$ cat config.mk
export PLATFORM = sky130hd
export DESIGN_NAME = frc_dither
export DESIGN_NICKNAME = d
export VERILOG_FILES = /design/src/rtl/frc_pkg.sv /design/src/rtl/frc_phase_ctr.sv /design/src/rtl/frc_pattern_shadow.sv /design/src/rtl/frc_level_select.sv /design/src/rtl/frc_dither.sv
export SDC_FILE = /design/constraint.sdc
export NUM_CORES = 1
export LEC_CHECK = 0
export BUFFER_PORTS_ARGS = -buffer_cell sky130_fd_sc_hd__clkbuf_2
export CAP_MARGIN = 5
export CORE_MARGIN = 8
export CORE_UTILIZATION = 29
export DETAILED_ROUTE_END_ITERATION = 8
export GPL_ROUTABILITY_DRIVEN = 0
export GPL_TIMING_DRIVEN = 0
export SETUP_SLACK_MARGIN = 0.3
export SYNTH_ARGS = -nofsm -noshare
export SYNTH_HDL_FRONTEND = slang
export SYNTH_SLANG_ARGS = --single-unit
$ cat constraint.sdc
create_clock -name clk -period 3.7 [get_ports clk]
set_input_delay 0.185 -clock clk [delete_from_list [all_inputs] [get_ports clk]]
set_output_delay 0.185 -clock clk [all_outputs]
set_load 0.02 [all_outputs]
$ cat src/rtl/frc_pkg.sv
package frc_pkg;
  localparam int NIB_W     = 4;
  localparam int NUM_PATS  = 8;
  localparam int NUM_CTRS  = 4;
  localparam int PH_W      = 3;
  localparam int PAT_BUS_W = 32;

  typedef logic [PAT_BUS_W-1:0] pat_bus_t;
  typedef logic [PH_W-1:0]      phase_t;

  // pattern slot numbering
  localparam int P_2OF3 = 0;
  localparam int P_3OF4 = 1;
  localparam int P_2OF4 = 2;
  localparam int P_4OF5 = 3;
  localparam int P_3OF5 = 4;
  localparam int P_6OF7 = 5;
  localparam int P_5OF7 = 6;
  localparam int P_4OF7 = 7;

  typedef enum logic [1:0] {K_DARK, K_LIT, K_PAT} level_kind_e;

  typedef struct packed {
    level_kind_e kind;
    logic [2:0]  slot;
    logic        inv;
  } level_map_t;

  function automatic int ctr_period(input int c);
    case (c)
      0: return 3;
      1: return 4;
      2: return 5;
      default: return 7;
    endcase
  endfunction

  function automatic int pat_ctr(input int p);
    case (p)
      P_2OF3: return 0;
      P_3OF4, P_2OF4: return 1;
      P_4OF5, P_3OF5: return 2;
      default: return 3;
    endcase
  endfunction

  function automatic int pat_width(input int p);
    return NIB_W * ctr_period(pat_ctr(p));
  endfunction

  function automatic pat_bus_t pat_default(input int p);
    case (p)
      P_2OF3: return 32'h0000_07DA;
      P_3OF4: return 32'h0000_7DBE;
      P_2OF4: return 32'h0000_A5A5;
      P_4OF5: return 32'h0007_DFBE;
      P_3OF5: return 32'h0007_A5AD;
      P_6OF7: return 32'h0FBF_DFE7;
      P_5OF7: return 32'h07B5_ADEF;
      default: return 32'h0B9D_C663;
    endcase
  endfunction

  function automatic level_map_t map_level(input logic [3:0] lvl);
    level_map_t m;
    m.kind = K_PAT;
    m.inv  = 1'b0;
    m.slot = 3'(P_2OF3);
    case (lvl)
      4'd15: m.kind = K_LIT;
      4'd0:  m.kind = K_DARK;
      4'd14: m.slot = 3'(P_6OF7);
      4'd13: m.slot = 3'(P_4OF5);
      4'd12: m.slot = 3'(P_3OF4);
      4'd11: m.slot = 3'(P_5OF7);
      4'd10: m.slot = 3'(P_2OF3);
      4'd9:  m.slot = 3'(P_3OF5);
      4'd8:  m.slot = 3'(P_4OF7);
      4'd7:  m.slot = 3'(P_2OF4);
      4'd6:  begin m.slot = 3'(P_4OF7); m.inv = 1'b1; end
      4'd5:  begin m.slot = 3'(P_3OF5); m.inv = 1'b1; end
      4'd4:  begin m.slot = 3'(P_2OF3); m.inv = 1'b1; end
      4'd3:  begin m.slot = 3'(P_5OF7); m.inv = 1'b1; end
      4'd2:  begin m.slot = 3'(P_4OF5); m.inv = 1'b1; end
      default: begin m.slot = 3'(P_6OF7); m.inv = 1'b1; end
    endcase
    return m;
  endfunction

  // bit (col) of nibble (phase): index = phase*4 + col
  function automatic logic pick_bit(input pat_bus_t pat, input phase_t ph,
                                    input logic [1:0] col);
    return pat[{ph, col}];
  endfunction

  function automatic phase_t next_phase(input phase_t ph, input int period);
    return (int'(ph) == period - 1) ? '0 : ph + 1'b1;
  endfunction
endpackage

$ cat src/rtl/frc_phase_ctr.sv
module frc_phase_ctr
  import frc_pkg::*;
#(
  parameter int PERIOD = 3
) (
  input  logic   clk,
  input  logic   rst_n,
  input  logic   advance,
  output phase_t phase
);
  always_ff @(posedge clk) begin
    if (!rst_n)       phase <= '0;
    else if (advance) phase <= next_phase(phase, PERIOD);
  end
endmodule

$ cat src/rtl/frc_pattern_shadow.sv
module frc_pattern_shadow
  import frc_pkg::*;
#(
  parameter int       WIDTH     = 12,
  parameter pat_bus_t RESET_VAL = '0
) (
  input  logic     clk,
  input  logic     rst_n,
  input  logic     load,
  input  pat_bus_t d,
  output pat_bus_t q
);
  logic [WIDTH-1:0] held;

  always_ff @(posedge clk) begin
    if (!rst_n)    held <= RESET_VAL[WIDTH-1:0];
    else if (load) held <= d[WIDTH-1:0];
  end

  generate
    if (WIDTH < PAT_BUS_W) begin : g_pad
      assign q = {{(PAT_BUS_W-WIDTH){1'b0}}, held};
    end else begin : g_full
      assign q = held;
    end
  endgenerate
endmodule

$ cat src/rtl/frc_level_select.sv
module frc_level_select
  import frc_pkg::*;
(
  input  pat_bus_t   pats   [NUM_PATS],
  input  phase_t     phases [NUM_CTRS],
  input  logic [3:0] level,
  input  logic [1:0] col,
  output logic       bit_out
);
  phase_t pat_phase [NUM_PATS];

  genvar gp;
  generate
    for (gp = 0; gp < NUM_PATS; gp++) begin : g_ph
      assign pat_phase[gp] = phases[pat_ctr(gp)];
    end
  endgenerate

  level_map_t m;
  always_comb begin
    m = map_level(level);
    case (m.kind)
      K_LIT:   bit_out = 1'b1;
      K_DARK:  bit_out = 1'b0;
      default: bit_out = pick_bit(pats[m.slot], pat_phase[m.slot], col) ^ m.inv;
    endcase
  end
endmodule

$ cat src/rtl/frc_dither.sv
module frc_dither
  import frc_pkg::*;
#(
  parameter int COL_W = 10
) (
  input  logic             clk,
  input  logic             rst_n,
  input  logic             frame_start,
  input  logic             pix_valid,
  input  logic [3:0]       pix_level,
  input  logic [COL_W-1:0] pix_col,
  input  logic [11:0]      duty_2of3,
  input  logic [15:0]      duty_3of4,
  input  logic [15:0]      duty_2of4,
  input  logic [19:0]      duty_4of5,
  input  logic [19:0]      duty_3of5,
  input  logic [27:0]      duty_6of7,
  input  logic [27:0]      duty_5of7,
  input  logic [27:0]      duty_4of7,
  output logic             dot_valid,
  output logic             dot_on
);
  localparam logic [COL_W-1:0] COL_MASK = COL_W'(3);

  // named events for the checker
  logic       frame_tick;
  logic       pix_fire;
  logic       raw_bit;
  logic [1:0] col_lo;
  phase_t     phase3_w;
  phase_t     phase7_w;

  assign frame_tick = frame_start;
  assign pix_fire   = pix_valid;
  assign col_lo     = 2'(pix_col & COL_MASK);

  pat_bus_t pat_in  [NUM_PATS];
  pat_bus_t pat_q   [NUM_PATS];
  phase_t   phase_q [NUM_CTRS];

  assign pat_in[P_2OF3] = PAT_BUS_W'(duty_2of3);
  assign pat_in[P_3OF4] = PAT_BUS_W'(duty_3of4);
  assign pat_in[P_2OF4] = PAT_BUS_W'(duty_2of4);
  assign pat_in[P_4OF5] = PAT_BUS_W'(duty_4of5);
  assign pat_in[P_3OF5] = PAT_BUS_W'(duty_3of5);
  assign pat_in[P_6OF7] = PAT_BUS_W'(duty_6of7);
  assign pat_in[P_5OF7] = PAT_BUS_W'(duty_5of7);
  assign pat_in[P_4OF7] = PAT_BUS_W'(duty_4of7);

  genvar gc, gs;
  generate
    for (gc = 0; gc < NUM_CTRS; gc++) begin : g_ctr
      frc_phase_ctr #(.PERIOD(ctr_period(gc))) u_ctr (
        .clk     (clk),
        .rst_n   (rst_n),
        .advance (frame_tick),
        .phase   (phase_q[gc])
      );
    end
    for (gs = 0; gs < NUM_PATS; gs++) begin : g_shadow
      frc_pattern_shadow #(
        .WIDTH     (pat_width(gs)),
        .RESET_VAL (pat_default(gs))
      ) u_shadow (
        .clk   (clk),
        .rst_n (rst_n),
        .load  (frame_tick),
        .d     (pat_in[gs]),
        .q     (pat_q[gs])
      );
    end
  endgenerate

  assign phase3_w = phase_q[0];
  assign phase7_w = phase_q[3];

  frc_level_select u_sel (
    .pats    (pat_q),
    .phases  (phase_q),
    .level   (pix_level),
    .col     (col_lo),
    .bit_out (raw_bit)
  );

  always_ff @(posedge clk) begin
    if (!rst_n) begin
      dot_valid <= 1'b0;
      dot_on    <= 1'b0;
    end else begin
      dot_valid <= pix_fire;
      dot_on    <= pix_fire & raw_bit;
    end
  end
endmodule

==> flow_summary_export.csv, run 1 <==
group,metric,value,unit
synthesis,muxShareOfSynthArea,23.1,%
timing,min_period,3200,ps
timing,rsz0062_at_grt,"no",
timing,setup_viol,0,
timing,slew_headroom,22.3,%
floorplan,row_count,63,
power_and_ir_drop,p_int,3.48,mW
floorplan,initial_utilization,29.6,%
detailed_routing,via_per_inst,5.11,
setup_path,crit_type,"flop to flop",
clock_network,cts_made_buffers,17,
cells_and_area,layout-drive-gt1-share,19.3,%
power_and_ir_drop,sequentialPowerShare,44.1,%
power_and_ir_drop,ir_drop,0.000272,V
timing,fmax,312,MHz
cells_and_area,final_common_cell,"mux2i_1",
power_and_ir_drop,p_comb_share,18.8,%
job,maxCapViolCount,0,
synthesis,ys_types,77,
synthesis,synth_edf_count,0,
setup_path,rrSetupSlack,500,ps
status,violations,"hold timing",
floorplan,dieArea,36100,sq um
synthesis,synthAdderAreaFrac,0.427,%
global_routing,grt_pass1_wl,52.3,mm
min_path,hp-class,"input pin to flop",
clock_network,cts_resized,0,
cells_and_area,antenna_cells,0,
detailed_routing,drc,0,
floorplan,pin_count,188,
timing,tightest_slew,1170,ps
floorplan,core-area,29700,sq um
timing,maxSlewViolCount,0,
global_routing,grtUsageTotal,19.1,%
power_and_ir_drop,p_sw,1.45,mW
synthesis,ys_warn_count,0,
synthesis,synth_cells,958,
placement,portBuffers,176,
detailed_routing,post_drt_wl_per_cell,21.1,um
global_routing,antenna_found_initial,0,
synthesis,syn_area_per_cell,9.17,sq um
cells_and_area,layout.nets,1469,
setup_path,startpoint_type,"flop",
timing,fin_setup_tns,0,ps
power_and_ir_drop,switching_share,29.3,%
synthesis,synth_compound_area_share,15.0,%
setup_path,crit_arrival,3540,ps
power_and_ir_drop,power_density,410,nW/um^2
timing,holdWs,-1.63,ps
synthesis,yosys.area_share.xor_xnor,0.484,%
synthesis,ys.flop_type,"dfxtp_1",
synthesis,synth_top_family_by_area,"multiplexers",
clock_network,clk_latency,450,ps
clock_network,clkTransAtPathRegs,70,ps
synthesis,yosys.area_share.simple,15.0,%
floorplan,die_w,190,um
timing,hold_viol,1,
placement,dp_hpwl,27.4,mm
synthesis,syn_nets,1147,
floorplan,die_y,190,um
setup_path,crit_path_max_fanout,7,
cells_and_area,final_cell_mix,"mux2i_1, dfxtp_1, clkbuf_2, nand2_1, dlygate4sd3_1",
detailed_routing,dr.pass1.iters,6,
power_and_ir_drop,cellLeakagePower,5.36,nW
clock_network,tritoncts,"built",
synthesis,ys_seq_area_share,41.5,%
synthesis,synthTopCellsByArea,"dfxtp_1, mux2i_1, nand2_1",
synthesis,ys_seq_elements,182,
setup_path,cp-end-kind,"flop",
synthesis,synth_top_area_share,41.5,%
global_routing,grt_pass1_vias,8570,
clock_network,clock-root-buffer,"clkbuf_16",
clock_network,clockBufferDepth,2,
detailed_routing,vias,8606,
synthesis,yosys.area.top_type,"dfxtp_1",
timing,worst_clock_skew,10.5,ps
clock_network,htree_levels,4,
synthesis,synthArstFlopShare,0,%
power_and_ir_drop,p_clk_share,37.1,%
detailed_routing,drt_first_iter_violations,810,
synthesis,syn_area,8790,sq um
detailed_routing,wirelength,35.5,mm
timing,post-route-period-util,86.6,%
cells_and_area,syn_to_final_growth,36.7,%
global_routing,grt_max_degree,18,
setup_path,cp.required,4030,ps
detailed_routing,ant_nets,0,
clock_network,cts.sinks,182,
global_routing,grt-ovfl-total,0,
status,status,"complete, but fails checks",
-- final timing paths --
check | to | cells after the start | startpoint
max | dot_on$_SDFF_PN0_ | 10 | g_ctr[3].u_ctr.phase[0]$_SDFFE_PN0P_
min | g_shadow[7].u_shadow.held[22]$_SDFFE_PN0P_ | 3 | duty_4of7[22]
max reg2reg | dot_on$_SDFF_PN0_ | 10 | g_ctr[3].u_ctr.phase[0]$_SDFFE_PN0P_
min reg2reg | g_shadow[3].u_shadow.held[12]$_SDFFE_PN1P_ | 2 | g_shadow[3].u_shadow.held[12]$_SDFFE_PN1P_
-- synth_stat cells (3+ instances only) --
| cell type | instances |
|---|---|
| and2_1 | 4 |
| and3_1 | 4 |
| o2111ai_1 | 3 |
| o21a_1 | 3 |
| nor3_1 | 5 |
| o21ai_0 | 27 |
| a22oi_1 | 14 |
| nand2b_1 | 5 |
| dfxtp_1 | 182 |
| nand3_1 | 14 |
| a32oi_1 | 4 |
| mux2i_1 | 186 |
| a222oi_1 | 9 |
| mux2_2 | 3 |
| a2111oi_0 | 3 |
| a22o_1 | 4 |
| o211ai_1 | 10 |
| a21oi_1 | 41 |
| nor2_1 | 85 |
| clkbuf_1 | 33 |
| nor4b_1 | 3 |
| nor3b_1 | 4 |
| a221o_1 | 5 |
| buf_1 | 24 |
| buf_2 | 14 |
| a211oi_1 | 5 |
| mux4_2 | 6 |
| o221ai_1 | 4 |
| nand2_1 | 146 |
| a311oi_1 | 3 |
| a221oi_1 | 5 |
| buf_4 | 5 |
| o22ai_1 | 11 |
| o32a_1 | 3 |
| or2_1 | 3 |
| a21o_1 | 3 |
| and3b_1 | 4 |
| inv_1 | 15 |
| ha_1 | 3 |
| a31oi_1 | 7 |
-- layout make-up --
class                      instances  area (sq um)
buffer                            77           333
inverter                          16          60.1
multi-input combinational        683          4750
clock buffer                      19           443
tap                              390           488
timing repair buffer             303          2150
sequential                       182          3640
clock inverter                    13           138
fill                            3036         17700
-- sequential cells by signal (all words and copies together), names as in the netlist --
signal	count
g_ctr.u_ctr.phase	12
dot_on	1
g_shadow.u_shadow.held	168
dot_valid	1
-- per-stage QoR --
stage	cell area, sq um	cells	total power, mW	util, %	setup WS (ps)
floorplan	8790	958	2.68	-	1040
global placement	10200	1524	3.00	34.2	278
detailed placement	10200	1524	3.02	34.2	269
CTS	12000	1682	4.92	40.4	566
global route	12000	1683	5.10	40.4	463
finish	12000	1683	4.93	40.4	496
-- worst max-delay path, cell delays in order (launching register included) --
cell      delay [ps]
dfxtp_1          480
nor2_1            90
a211oi_1         230
o21ai_0          210
or2_1            330
o31a_1           220
or4_1            540
o2111a_1         210
a311o_1          320
a221oi_2         260
and3b_1          210
-- what timing repair did --
item | CTS | global route
buffers inserted | 0 | 0
endpoints found under the hold margin | 126 | 1
hold buffers | 126 | 1
setup endpoints to repair | 0 | 0
-- metal layers --
layer	global-route usage, %	vias to the layer above	part of all wire [%]
li1	-	4106	-
met1	26.0	4069	46
met2	30.4	381	45
met3	3.73	50	6.7
met4	5.14	0	2.1
met5	0	-	0
-- power by group through the flow --
stage	sequential [mW]	combinational [mW]	clock [mW]
after global placement	2.21	0.793	0
after CTS	2.17	0.916	1.84
after detailed placement	2.21	0.801	0
after global routing	2.18	0.995	1.92
after floorplan	2.17	0.509	0
final	2.17	0.925	1.83
-- cell families after synthesis --
logic type / after synthesis
compound gates: 183
xor+xnor: 4
fa+ha+maj: 3
buf+inv: 93
flops: 182
mux: 195
simple gates: 298
Note: power is estimated with default switching activity, not from simulation.
==> inputs of run 2 (changes only) <==
--- a/config.mk
+++ b/config.mk
@@ -5,13 +5,14 @@
 export SDC_FILE = /design/constraint.sdc
 export NUM_CORES = 1
 export LEC_CHECK = 0
-export BUFFER_PORTS_ARGS = -buffer_cell sky130_fd_sc_hd__clkbuf_2
 export CAP_MARGIN = 5
 export CORE_MARGIN = 8
-export CORE_UTILIZATION = 29
+export CORE_UTILIZATION = 56
 export DETAILED_ROUTE_END_ITERATION = 8
+export DONT_BUFFER_PORTS = 1
 export GPL_ROUTABILITY_DRIVEN = 0
 export GPL_TIMING_DRIVEN = 0
+export PLACE_DENSITY = 0.71
 export SETUP_SLACK_MARGIN = 0.3
 export SYNTH_ARGS = -nofsm -noshare
 export SYNTH_HDL_FRONTEND = slang
==> run 2 against run 1 <==
Global-route usage is 13 points higher. The flow now finishes without violations. Sequential cell count is the same. Cell area fell by 5.7%. First-iteration DRC count up 29%. Via count shrank 0.67%. Die area shrank 45%. Sequential power about the same. Wire length down 7.8%. Combinational power is 6.6% lower. Cell count down 19%. Highest routed layer unchanged. Largest power group unchanged.
==> flow_summary_export.csv, run 2 (synthesis gave the netlist of run 1 again) <==
group,metric,value,unit
cells_and_area,antenna_cells,0,
clock_network,clk_latency,440,ps
floorplan,row_count,45,
timing,fin_setup_tns,0,ps
timing,fin_ws,578,ps
cells_and_area,top_regs,"g_shadow.u_shadow.held (168), g_ctr.u_ctr.phase (12)",
power_and_ir_drop,p_int,3.47,mW
cells_and_area,final_cell_mix,"mux2i_1, dfxtp_1, dlygate4sd3_1, nand2_1, nor2_1",
clock_network,clock-root-buffer,"clkbuf_16",
setup_path,crit_path_max_fanout,7,
timing,hold_viol,0,
detailed_routing,wirelength,32.7,mm
cells_and_area,largest_register_ffs,168,
cells_and_area,utilization,74.2,%
job,maxCapViolCount,0,
placement,pre_cts_slack,478,ps
setup_path,startpoint_type,"flop",
clock_network,tritoncts,"built",
timing,fmax,320,MHz
placement,portBuffers,0,
cells_and_area,layout-drive-gt1-share,6.38,%
power_and_ir_drop,p_comb_share,17.7,%
timing,maxSlewViolCount,0,
power_and_ir_drop,ir_drop,0.000378,V
timing,worst_clock_skew,6.93,ps
detailed_routing,drc,0,
clock_network,htree_levels,4,
cells_and_area,layout.nets,1335,
global_routing,grt_pass1_wl,49.5,mm
cells_and_area,syn_to_final_growth,28.9,%
detailed_routing,dr.pass1.iters,8,
clock_network,clkTransAtPathRegs,70,ps
setup_path,cp-end-kind,"flop",
detailed_routing,drt_first_iter_violations,1047,
placement,dp_hpwl,22.4,mm
global_routing,antenna_found_initial,0,
setup_path,crit_arrival,3460,ps
setup_path,crit_type,"flop to flop",
clock_network,cts.sinks,182,
clock_network,cts_made_buffers,17,
detailed_routing,ant_nets,0,
global_routing,grt-ovfl-total,0,
floorplan,pin_count,188,
power_and_ir_drop,sequentialPowerShare,44.6,%
min_path,hp-class,"input pin to flop",
global_routing,grtUsageTotal,32.4,%
power_and_ir_drop,power_density,431,nW/um^2
setup_path,cp.required,4040,ps
detailed_routing,via_per_inst,6.24,
floorplan,die_w,141,um
power_and_ir_drop,switching_share,29.0,%
floorplan,initial_utilization,57.6,%
timing,slew_headroom,21.0,%
power_and_ir_drop,p_sw,1.42,mW
global_routing,grt_max_degree,18,
detailed_routing,vias,8548,
timing,post-route-period-util,84.4,%
power_and_ir_drop,cellLeakagePower,4.81,nW
floorplan,die_y,141,um
power_and_ir_drop,p_clk_share,37.7,%
cells_and_area,top_register,"g_shadow.u_shadow.held",
floorplan,core-area,15300,sq um
timing,min_period,3120,ps
status,status,"completed",
cells_and_area,final_common_cell,"mux2i_1",
timing,tightest_slew,1190,ps
global_routing,grt_pass1_vias,8540,
timing,setup_viol,0,
floorplan,dieArea,20000,sq um
detailed_routing,post_drt_wl_per_cell,23.9,um
timing,rsz0062_at_grt,"no",
clock_network,cts_resized,0,
clock_network,clockBufferDepth,2,
-- run 2: worst paths after layout --
kind                                                                 start                                          to  slack (ps)  cells after the start
worst min-delay path                                           frame_start        g_ctr[3].u_ctr.phase[2]$_SDFFE_PN0P_         230                      4
worst max register to register        g_ctr[3].u_ctr.phase[0]$_SDFFE_PN0P_                           dot_on$_SDFF_PN0_         580                     10
worst max-delay path                  g_ctr[3].u_ctr.phase[0]$_SDFFE_PN0P_                           dot_on$_SDFF_PN0_         580                     10
worst min register to register  g_shadow[5].u_shadow.held[19]$_SDFFE_PN1P_  g_shadow[5].u_shadow.held[19]$_SDFFE_PN1P_         470                      2
-- run 2: metal layers --
metal | up-vias | track usage [%] | part of all wire [%]
li1 | 3831 | - | -
met1 | 4029 | 39.8 | 38
met2 | 587 | 50.6 | 45
met3 | 101 | 10.9 | 13
met4 | 0 | 14.1 | 3.7
met5 | - | 0 | 0
-- run 2: cell type report --
type | instances | area (sq um)
Buffer | 77 | 333
Tap cell | 211 | 264
Clock inverter | 13 | 133
Timing Repair Buffer | 169 | 1690
Clock buffer | 19 | 453
Multi-Input combinational cell | 683 | 4750
Sequential cell | 182 | 3640
Fill cell | 1074 | 3930
Inverter | 16 | 60.1
-- run 2: what timing repair did --
action                                 CTS  global route
buffers inserted                         0             0
endpoints found under the hold margin  169             0
hold buffers                           169             0
-- run 2: worst max-delay path: stages, from the launching register on --
cell and delay (ps):
dfxtp_1 490, nor2_1 90, a211oi_1 240, o21ai_0 200, or2_1 300, o31a_1 210
or4_1 550, o2111a_1 190, a311o_1 310, a221oi_2 220, and3b_1 210
-- run 2: per-stage QoR --
stage	std cells	power, mW	hold slack, ps	instance area [sq um]
6_report	1370	4.88	228	11300
5_1_grt	1370	5.01	296	11300
4_1_cts	1370	4.82	224	11300
3_5_place_dp	1169	2.88	319	9050
3_3_place_gp	1169	2.87	315	9050
2_1_floorplan	958	2.68	313	8790
-- run 2: power by group through the flow --
stage               sequential, mW  combinational, mW  clock, mW
global placement              2.21              0.666          0
floorplan                     2.17              0.509          0
CTS                           2.17              0.828       1.83
detailed placement            2.21              0.673          0
finish                        2.18              0.864       1.84
global route                  2.19              0.918       1.91
